[config.mk]
export PLATFORM = sky130hd
export DESIGN_NAME = rank_order_tracker
export DESIGN_NICKNAME = d
export VERILOG_FILES = /design/src/rtl/rt_pkg.sv /design/src/rtl/rt_ctrl.sv /design/src/rtl/rt_locate.sv /design/src/rtl/rt_datapath.sv /design/src/rtl/rank_order_tracker.sv
export SDC_FILE = /design/constraint.sdc
export NUM_CORES = 1
export LEC_CHECK = 0
export BUFFER_PORTS_ARGS = -buffer_cell sky130_fd_sc_hd__clkbuf_2
export CAP_MARGIN = 20
export CORE_AREA = 10 10 47 49
export CTS_CLUSTER_DIAMETER = 30
export DETAILED_ROUTE_END_ITERATION = 8
export DIE_AREA = 0 0 57 59
export PLACE_DENSITY = 0.71
export SYNTH_ARGS = -nofsm -noshare
export SYNTH_HDL_FRONTEND = slang
export SYNTH_HIERARCHICAL = 1
export SYNTH_SLANG_ARGS = --single-unit
[constraint.sdc]
create_clock -name clk -period 2.6 [get_ports clk]
set_input_delay 0.13 -clock clk [delete_from_list [all_inputs] [get_ports clk]]
set_output_delay 0.13 -clock clk [all_outputs]
set_load 0.01 [all_outputs]
[src/rtl/rt_pkg.sv]
package rt_pkg;

  // Strobes the control stage sends to the permutation datapath.
  typedef struct packed {
    logic promote;  // rewrite the order this cycle
    logic useHit;   // the touched way comes from the hit index, else from the victim slot
  } strobe_t;

endpackage

[src/rtl/rt_ctrl.sv]
module rt_ctrl (
  input  logic            hitValid,
  input  logic            fillReq,
  output rt_pkg::strobe_t strb
);

  // A hit takes priority over a fill in the same cycle.
  always_comb begin
    strb.promote = hitValid | fillReq;
    strb.useHit  = hitValid;
  end

endmodule

[src/rtl/rt_locate.sv]
module rt_locate #(
  parameter int NUM_WAYS = 4,
  localparam int W = $clog2(NUM_WAYS)
) (
  input  logic [NUM_WAYS*W-1:0] orderIn,
  input  logic [W-1:0]          target,
  output logic [NUM_WAYS-1:0]   atOrBehind  // bit i set when the target sits in slot i or a later slot
);

  logic [NUM_WAYS-1:0] matchVec;

  for (genvar i = 0; i < NUM_WAYS; i++) begin : g_match
    assign matchVec[i] = (orderIn[i*W +: W] == target);
  end

  // Running OR from the tail towards the front.
  assign atOrBehind[NUM_WAYS-1] = matchVec[NUM_WAYS-1];
  for (genvar i = NUM_WAYS-2; i >= 0; i--) begin : g_scan
    assign atOrBehind[i] = matchVec[i] | atOrBehind[i+1];
  end

endmodule

[src/rtl/rt_datapath.sv]
module rt_datapath #(
  parameter int NUM_WAYS = 4,
  localparam int W = $clog2(NUM_WAYS)
) (
  input  logic                  clk,
  input  logic                  rstN,
  input  rt_pkg::strobe_t       strb,
  input  logic [W-1:0]          hitWay,
  output logic [W-1:0]          victimWay,
  output logic [NUM_WAYS*W-1:0] orderVec
);

  logic [NUM_WAYS*W-1:0] orderQ;
  logic [NUM_WAYS*W-1:0] orderD;
  logic [W-1:0]          touched;
  logic [NUM_WAYS-1:0]   shiftSel;

  assign victimWay = orderQ[(NUM_WAYS-1)*W +: W];
  assign touched   = strb.useHit ? hitWay : victimWay;

  rt_locate #(.NUM_WAYS(NUM_WAYS)) locate_i (
    .orderIn    (orderQ),
    .target     (touched),
    .atOrBehind (shiftSel)
  );

  assign orderD[W-1:0] = strb.promote ? touched : orderQ[W-1:0];

  // Slot i takes slot i-1 when the touched way was at slot i or further back.
  for (genvar i = 1; i < NUM_WAYS; i++) begin : g_slot
    assign orderD[i*W +: W] = (strb.promote && shiftSel[i]) ? orderQ[(i-1)*W +: W]
                                                             : orderQ[i*W +: W];
  end

  always_ff @(posedge clk or negedge rstN) begin
    if (!rstN) begin
      for (int k = 0; k < NUM_WAYS; k++) orderQ[k*W +: W] <= W'(k);
    end else begin
      orderQ <= orderD;
    end
  end

  assign orderVec = orderQ;

endmodule

[src/rtl/rank_order_tracker.sv]
module rank_order_tracker #(
  parameter int NUM_WAYS = 4,
  localparam int W = $clog2(NUM_WAYS)
) (
  input  logic                  clk,
  input  logic                  rstN,
  input  logic                  hitValid,
  input  logic [W-1:0]          hitWay,
  input  logic                  fillReq,
  output logic [W-1:0]          victimWay,
  output logic [NUM_WAYS*W-1:0] orderVec
);

  rt_pkg::strobe_t strb;

  rt_ctrl ctrl_i (
    .hitValid (hitValid),
    .fillReq  (fillReq),
    .strb     (strb)
  );

  rt_datapath #(.NUM_WAYS(NUM_WAYS)) dp_i (
    .clk       (clk),
    .rstN      (rstN),
    .strb      (strb),
    .hitWay    (hitWay),
    .victimWay (victimWay),
    .orderVec  (orderVec)
  );

endmodule

Word-level counts from Yosys, hierarchy flattened
Index checks and enable logic that the tools add are counted.

storage, ports and cells
  flip-flop bits (word level) = 8
  bits of input ports = 6
  output and inout port bits = 10
  word-level logic and storage cells = 14

operators by class
  equal/unequal tests = 3
  mux-type cells = 1
  bitwise operators = 3
  reduce and logical (&&, ||, !) cells = 3

operator list
  kind                 number
  $eq A2 B2 Y1         3
  $logic_and A1 B1 Y1  3
  $or A1 B1 Y1         3
  $mux W2              1

Logic depth before layout (Yosys ltp)
Gate-level depths: netlist of the first run.

  word-level depth = 5
  mapped depth = 7
  mapped depth without buffers = 6

Modules after synthesis
Netlist of the first run, hierarchy kept.

modules (own cells, without submodules)
  module       times used  cells an instance  area each (um^2)  seq. area each (um^2)
  rt_datapath  1           23                 351.6             205.2
  rt_locate    1           14                 108.9             0.0
  rt_ctrl      1           2                  13.8              0.0

Least setup slack after synthesis of the first run
Ideal clock, no wire load.

  path kind = flip-flop to flip-flop
  start = reg dp_i.orderQ[6], in the netlist dp_i/orderVec[6]
  end = reg dp_i.orderQ[3], in the netlist dp_i/orderVec[3]
  setup time = 0.125 ns
  arrival time = 1.529 ns
  required time = 2.475 ns
  setup slack = 0.946 ns
  cell stages (with the launch flop) = 7
  buffers on the path = 0
  period minus slack after synthesis = 1.654 ns
  cell sequence = dfstp_2 mux2_4 xnor2_1 a22oi_2 nand2_1 nand2_1 mux2_2

on the way
  word-level cells in the longest chain between the ends = 5
  elaborated cells between the ends (all ways) = 7
  those cells by class = eq/ne: 3; mux: 1; bitwise: 2; reduce/logical: 1

RTL lines
  element                   line               RTL
  start: declaration        rt_datapath.sv:13  logic [NUM_WAYS*W-1:0] orderQ;
  start signal: assignment  rt_datapath.sv:39  orderQ <= orderD;
  $mux W2 *                 rt_datapath.sv:19  assign touched = strb.useHit ? hitWay : victimWay;
  net dp_i.touched[0]       rt_datapath.sv:15  logic [W-1:0] touched;
  $eq A2 B2 Y1              rt_locate.sv:13    assign matchVec[i] = (orderIn[i*W +: W] == target);
  $or A1 B1 Y1              rt_locate.sv:19    assign atOrBehind[i] = matchVec[i] | atOrBehind[i+1];
  $or A1 B1 Y1 *            rt_locate.sv:19
  net dp_i.shiftSel[1]      rt_datapath.sv:16  logic [NUM_WAYS-1:0] shiftSel;
  $logic_and A1 B1 Y1 *     rt_datapath.sv:31  assign orderD[i*W +: W] = (strb.promote && shiftSel[i]) ? orderQ[(i-1)*W +: W]

The timed path passes the listed nets; every way through them passes the cells marked *.
A chain may end at the register's enable or synchronous reset.

Final worst setup path of the first run
Ends and elaborated chain as after synthesis.

==> results of run 1 <==
-- stage by stage --
| stage | setup slack, ns | utilization, % | std cells | hold slack [ns] |
|---|---|---|---|---|
| detailed placement | 0.909 | 37.2 | 64 | -0.0167 |
| floorplan | 0.985 | - | 36 | -0.166 |
| global placement | 0.966 | 37.2 | 64 | -0.0210 |
| global route | 0.815 | 39.8 | 69 | 0.264 |
| finish | 0.916 | 39.8 | 69 | 0.246 |
| CTS | 0.905 | 39.8 | 69 | 0.248 |
-- layout make-up --
type                    instances  share of cell area (%)
multi-input cells              24                    39.0
inverters                       1                   0.673
clock buffers                   4                    4.71
well taps                      16                    3.59
repair buffers                 16                    15.2
flip-flops and latches          8                    36.8
-- metal layers --
layer,global-route usage [%],vias up,wire (um)
li1,-,153,-
met1,6.41,147,380
met2,8.68,13,411
met3,3.43,0,95
met4,4.03,0,0
met5,0,-,0
-- critical path, cell delays in order (launching register included) --
cell and delay, ns:
dfstp_2 0.57, mux2_4 0.20, xnor2_1 0.10, a22oi_2 0.21, nand2_1 0.07, nand2_1 0.10
mux2_2 0.33
-- path summary, 6_finish.rpt --
path / slack, ns / cells after the start / to / start
min in group clk: 0.30 / 3 / dp_i/orderVec[0]$_DFFE_PN0P_ / hitWay[0]
max reg2reg: 0.92 / 6 / dp_i/orderVec[3]$_DFFE_PN0P_ / dp_i/orderVec[6]$_DFFE_PN1P_
min reg2reg: 0.53 / 1 / dp_i/orderVec[3]$_DFFE_PN0P_ / dp_i/orderVec[1]$_DFFE_PN0P_
min: 0.25 / 2 / dp_i/orderVec[1]$_DFFE_PN0P_ / rstN
max in group asynchronous: 2.10 / 2 / dp_i/orderVec[6]$_DFFE_PN1P_ / rstN
max: 0.92 / 6 / dp_i/orderVec[3]$_DFFE_PN0P_ / dp_i/orderVec[6]$_DFFE_PN1P_
-- repair_timing --
item,4_1_cts,5_1_grt
hold buffers,1,0
endpoints found under the hold margin,8,0
setup endpoints to repair,0,0
-- power groups by stage --
stage                     Sequential (W)  Combinational, W  Clock (W)
after floorplan                 0.000293          0.000304          0
after global placement          0.000276          0.000419          0
after detailed placement        0.000281          0.000420          0
after CTS                       0.000280          0.000426   0.000105
after global routing            0.000293          0.000462   0.000115
final                           0.000278          0.000418  0.0000997
==> impl_metrics.py, run 1 <==
metrics = {
    "final_layout": {
        "fin_nets": 60,
        "seqCellArea_um2": 205,
        "n_antenna_cell": 0,
        "syn_to_final_growth_pct": 24.2,
        "final_common_cell": "clkbuf_2",
        "fin_area_um2": 558,
        "largest_reg_flops": 8,
        "final_cell_mix": "clkbuf_2, mux2_2, xnor2_1, nand2_1",
        "n_fill_cell": 154,
        "drive_above_1_share_pct": 64.2,
        "multi_input_area_um2": 218,
    },
    "power_and_ir_drop": {
        "power.total_w": 0.000795,
        "peakVddDrop_mv": 0.597,
        "internal_power_w": 0.000501,
        "netSwitchingFraction_pct": 37.0,
        "power_frac_seq_pct": 34.9,
        "p_clk_share_pct": 12.5,
        "combPwrFrac_pct": 52.5,
        "p_sw_w": 0.000294,
        "power_leakage_nw": 0.263,
        "power.density_nw_per_um2": 1430,
    },
    "floorplan": {
        "io_pins": 16,
        "core_area_um2": 1400,
        "die_h_um": 59,
        "start_util_pct": 32.1,
        "fp.dieW_um": 57,
        "die_area_um2": 3360,
        "rows": 14,
    },
    "sta": {
        "fin_skew_ns": 0.0106,
        "fmax_mhz": 594,
        "worst_slew_pin_slew_ns": 0.210,
        "relSlewSlack_pct": 85.9,
        "min_period_over_period_pct": 64.8,
        "finalCriticalPeriod_ns": 1.68,
        "drv_slew": 0,
        "rsz0062_at_grt": "false",
        "setup_viol": 0,
        "fin_setup_tns_ns": 0,
        "hold_viol_final": 0,
    },
    "place": {
        "port-buffer-count": 15,
        "postPlaceCellArea_um2": 522,
        "gp_congestion": 0.759,
        "hpwlAfterDp_um": 721,
    },
    "clocking": {
        "post_cts_buffers": 0,
        "path_clk_slew_ns": 0.06,
        "root_buffer": "clkbuf_4",
        "cts_tree": "done",
        "cts_resized": 0,
        "clk_latency_ns": 0.25,
        "cts.sinks": 8,
        "htree_levels": 1,
        "clockBufferDepth": 2,
        "cts_buffers": 3,
    },
    "worst_setup_path": {
        "required_ns": 2.74,
        "cp_max_fo": 5,
        "critPathKind": "flip-flop to flip-flop",
        "cp-start-kind": "flip-flop",
        "arrival_ns": 1.82,
        "cp-end-kind": "flip-flop",
    },
    "synthesis": {
        "syn-cell-area_um2": 449,
        "synth.net_count": 42,
        "synth_area_per_cell_um2": 12.5,
        "syn_inst": 36,
        "yosys_warnings": 6,
    },
    "routing": {
        "post_drt_wl_per_cell_um": 12.9,
        "detail_route.vias_per_cell": 4.54,
        "drc_errors": 0,
        "drt_wl_total_um": 887,
        "vias": 313,
        "drt_iter0_drc": 0,
        "first_pass_iters": 1,
        "ant_nets": 0,
    },
    "grt": {
        "grt.overflow.total": 0,
        "first_global_vias": 359,
        "grt_first_pass_wirelength_mm": 1.57,
        "grtUsageTotal_pct": 5.96,
        "antenna_found_initial": 0,
        "grt_max_degree": 9,
    },
    "status": {
        "status": "finished, final reports clean",
    },
    "job": {
        "maxCapViolCount": 0,
    },
    "hold_path": {
        "hold_class": "input port to async pin",
    },
}
(Power assumes the default switching activity.)
==> run 2: changes to the inputs <==
PLACE_DENSITY = 0.73   (was 0.71)
clock period = 1.5 ns   (was 2.6 ns; I/O delays follow)
==> run 2 against run 1 <==
Compared with the run above: the flow now finishes with violations (setup timing); maximum frequency is 5.8% higher; clock power is 80% higher; clock skew is 0.0037 ns lower; largest cell class unchanged; largest power group unchanged.
==> impl_metrics.py, run 2 (synthesis gave the netlist of run 1 again) <==
metrics = {
    "clocking": {
        "clockBufferDepth": 2,
        "cts.sinks": 8,
        "root_buffer": "clkbuf_4",
        "path_clk_slew_ns": 0.06,
        "cts_buffers": 3,
        "clk_latency_ns": 0.26,
        "cts_tree": "done",
        "htree_levels": 1,
    },
    "grt": {
        "first_global_vias": 387,
        "grt.overflow.total": 0,
        "antenna_found_initial": 0,
        "grt_first_pass_wirelength_mm": 1.73,
        "grt_max_degree": 9,
        "grtUsageTotal_pct": 6.41,
    },
    "worst_setup_path": {
        "cp-start-kind": "flip-flop",
        "rr_startpoint": "dp_i/orderVec[7]$_DFFE_PN1P_",
        "cp-end-kind": "flip-flop",
        "critPathKind": "flip-flop to flip-flop",
        "timing.rr.end": "dp_i/orderVec[4]$_DFFE_PN0P_",
        "cp_max_fo": 3,
        "arrival_ns": 1.72,
        "required_ns": 1.63,
        "reg2reg_slack_ns": -0.09,
        "rr_worst_depth": 6,
    },
    "floorplan": {
        "core_area_um2": 1400,
        "rows": 14,
        "fp.dieW_um": 57,
        "die_h_um": 59,
        "start_util_pct": 32.1,
        "die_area_um2": 3360,
        "io_pins": 16,
    },
    "power_and_ir_drop": {
        "internal_power_w": 0.00106,
        "power.density_nw_per_um2": 2580,
        "power_frac_seq_pct": 27.6,
        "netSwitchingFraction_pct": 36.7,
        "power_leakage_nw": 0.322,
        "p_sw_w": 0.000614,
        "combPwrFrac_pct": 61.7,
        "peakVddDrop_mv": 1.21,
        "p_clk_share_pct": 10.7,
    },
    "status": {
        "violations": "setup timing",
        "status": "complete, but fails checks",
    },
    "routing": {
        "detail_route.vias_per_cell": 4.44,
        "post_drt_wl_per_cell_um": 14.4,
        "drc_errors": 0,
        "vias": 324,
        "first_pass_iters": 1,
        "drt_iter0_drc": 0,
        "ant_nets": 0,
        "drt_wl_total_mm": 1.05,
    },
    "final_layout": {
        "fin_area_um2": 649,
        "fin_cells": 73,
        "n_antenna_cell": 0,
        "syn_to_final_growth_pct": 44.6,
        "final_common_cell": "clkbuf_2",
        "n_fill_cell": 144,
        "drive_above_1_share_pct": 77.2,
        "fin_util_pct": 46.3,
        "final_cell_mix": "clkbuf_2, mux2_4",
        "largest_reg_flops": 8,
        "fin_nets": 64,
    },
    "hold_path": {
        "hold_class": "input port to async pin",
    },
    "sta": {
        "min_period_over_period_pct": 106,
        "rsz0062_at_grt": "true",
        "worst_slew_pin_slew_ns": 0.234,
        "final.setup.worst_slack_ns": -0.0922,
        "finalCriticalPeriod_ns": 1.59,
        "hold_viol_final": 0,
        "setup_viol": 6,
        "drv_slew": 0,
        "fmax_mhz": 628,
        "relSlewSlack_pct": 84.4,
        "fin_skew_ns": 0.00689,
    },
    "place": {
        "postPlaceCellArea_um2": 576,
        "port-buffer-count": 15,
        "gp_congestion": 0.650,
        "hpwlAfterDp_um": 755,
        "placed_cells": 68,
    },
    "job": {
        "maxCapViolCount": 0,
    },
}
-- run 2: through the flow --
stage | hold slack (ns) | setup slack (ns) | setup TNS (ns) | total power (W)
floorplan | -0.221 | -0.0986 | -0.369 | 0.00113
global placement | -0.0719 | -0.0782 | -0.250 | 0.00135
detailed placement | -0.0694 | -0.0837 | -0.285 | 0.00138
CTS | 0.182 | -0.0957 | -0.294 | 0.00164
global route | 0.218 | -0.139 | -0.546 | 0.00178
finish | 0.189 | -0.0922 | -0.275 | 0.00167
-- run 2: critical path, stage by stage (launching register included) --
cell	delay [ns]
dfstp_2	0.36
mux2_4	0.31
xnor2_4	0.14
a22oi_2	0.20
inv_1	0.07
nand2_2	0.09
mux2_4	0.31
-- run 2: power groups by stage --
stage	combinational (W)	sequential, W	clock (W)
5_1_grt	0.00110	0.000484	0.000196
2_1_floorplan	0.000618	0.000516	0
4_1_cts	0.000988	0.000459	0.000189
3_5_place_dp	0.000921	0.000456	0
6_report	0.00103	0.000461	0.000179
3_3_place_gp	0.000904	0.000448	0
-- run 2: cell type report --
cell class	instances	area, um2	share of cell area, %
Clock buffer	4	26.3	4.05
Tap cell	16	20.0	3.08
Multi-Input combinational cell	24	279	43.0
Timing Repair Buffer	20	115	17.7
Inverter	1	3.75	0.578
Sequential cell	8	205	31.6
-- run 2: worst max-delay path by stage --
stage,startpoint,slack [ns],depth (start not counted),end
after floorplan,dp_i/orderVec[7]$_DFFE_PN1P_,-0.1,6,dp_i/orderVec[3]$_DFFE_PN0P_
after global placement,dp_i/orderVec[7]$_DFFE_PN1P_,-0.08,6,dp_i/orderVec[3]$_DFFE_PN0P_
after detailed placement,dp_i/orderVec[7]$_DFFE_PN1P_,-0.08,6,dp_i/orderVec[3]$_DFFE_PN0P_
after CTS,dp_i/orderVec[6]$_DFFE_PN1P_,-0.1,6,dp_i/orderVec[4]$_DFFE_PN0P_
after global routing,dp_i/orderVec[7]$_DFFE_PN1P_,-0.14,6,dp_i/orderVec[4]$_DFFE_PN0P_
final,dp_i/orderVec[7]$_DFFE_PN1P_,-0.09,6,dp_i/orderVec[4]$_DFFE_PN0P_
-- run 2: layer usage --
| metal | vias up | GRT usage (%) | wire, um | part of all wire [%] |
|---|---|---|---|---|
| li1 | 157 | - | - | - |
| met1 | 152 | 6.68 | 416 | 39 |
| met2 | 15 | 9.77 | 530 | 50 |
| met3 | 0 | 4.08 | 108 | 10 |
| met4 | 0 | 3.36 | 0 | 0 |
| met5 | - | 0 | 0 | 0 |
-- run 2: what timing repair did --
| item | CTS | global route |
|---|---|---|
| endpoints found under the hold margin | 8 | 0 |
| pin swaps | 3 | 2 |
| buffers inserted | 0 | 0 |
| hold buffers | 1 | 0 |
| endpoints found under the setup margin | 6 | 6 |
| resized for setup | 3 | 2 |
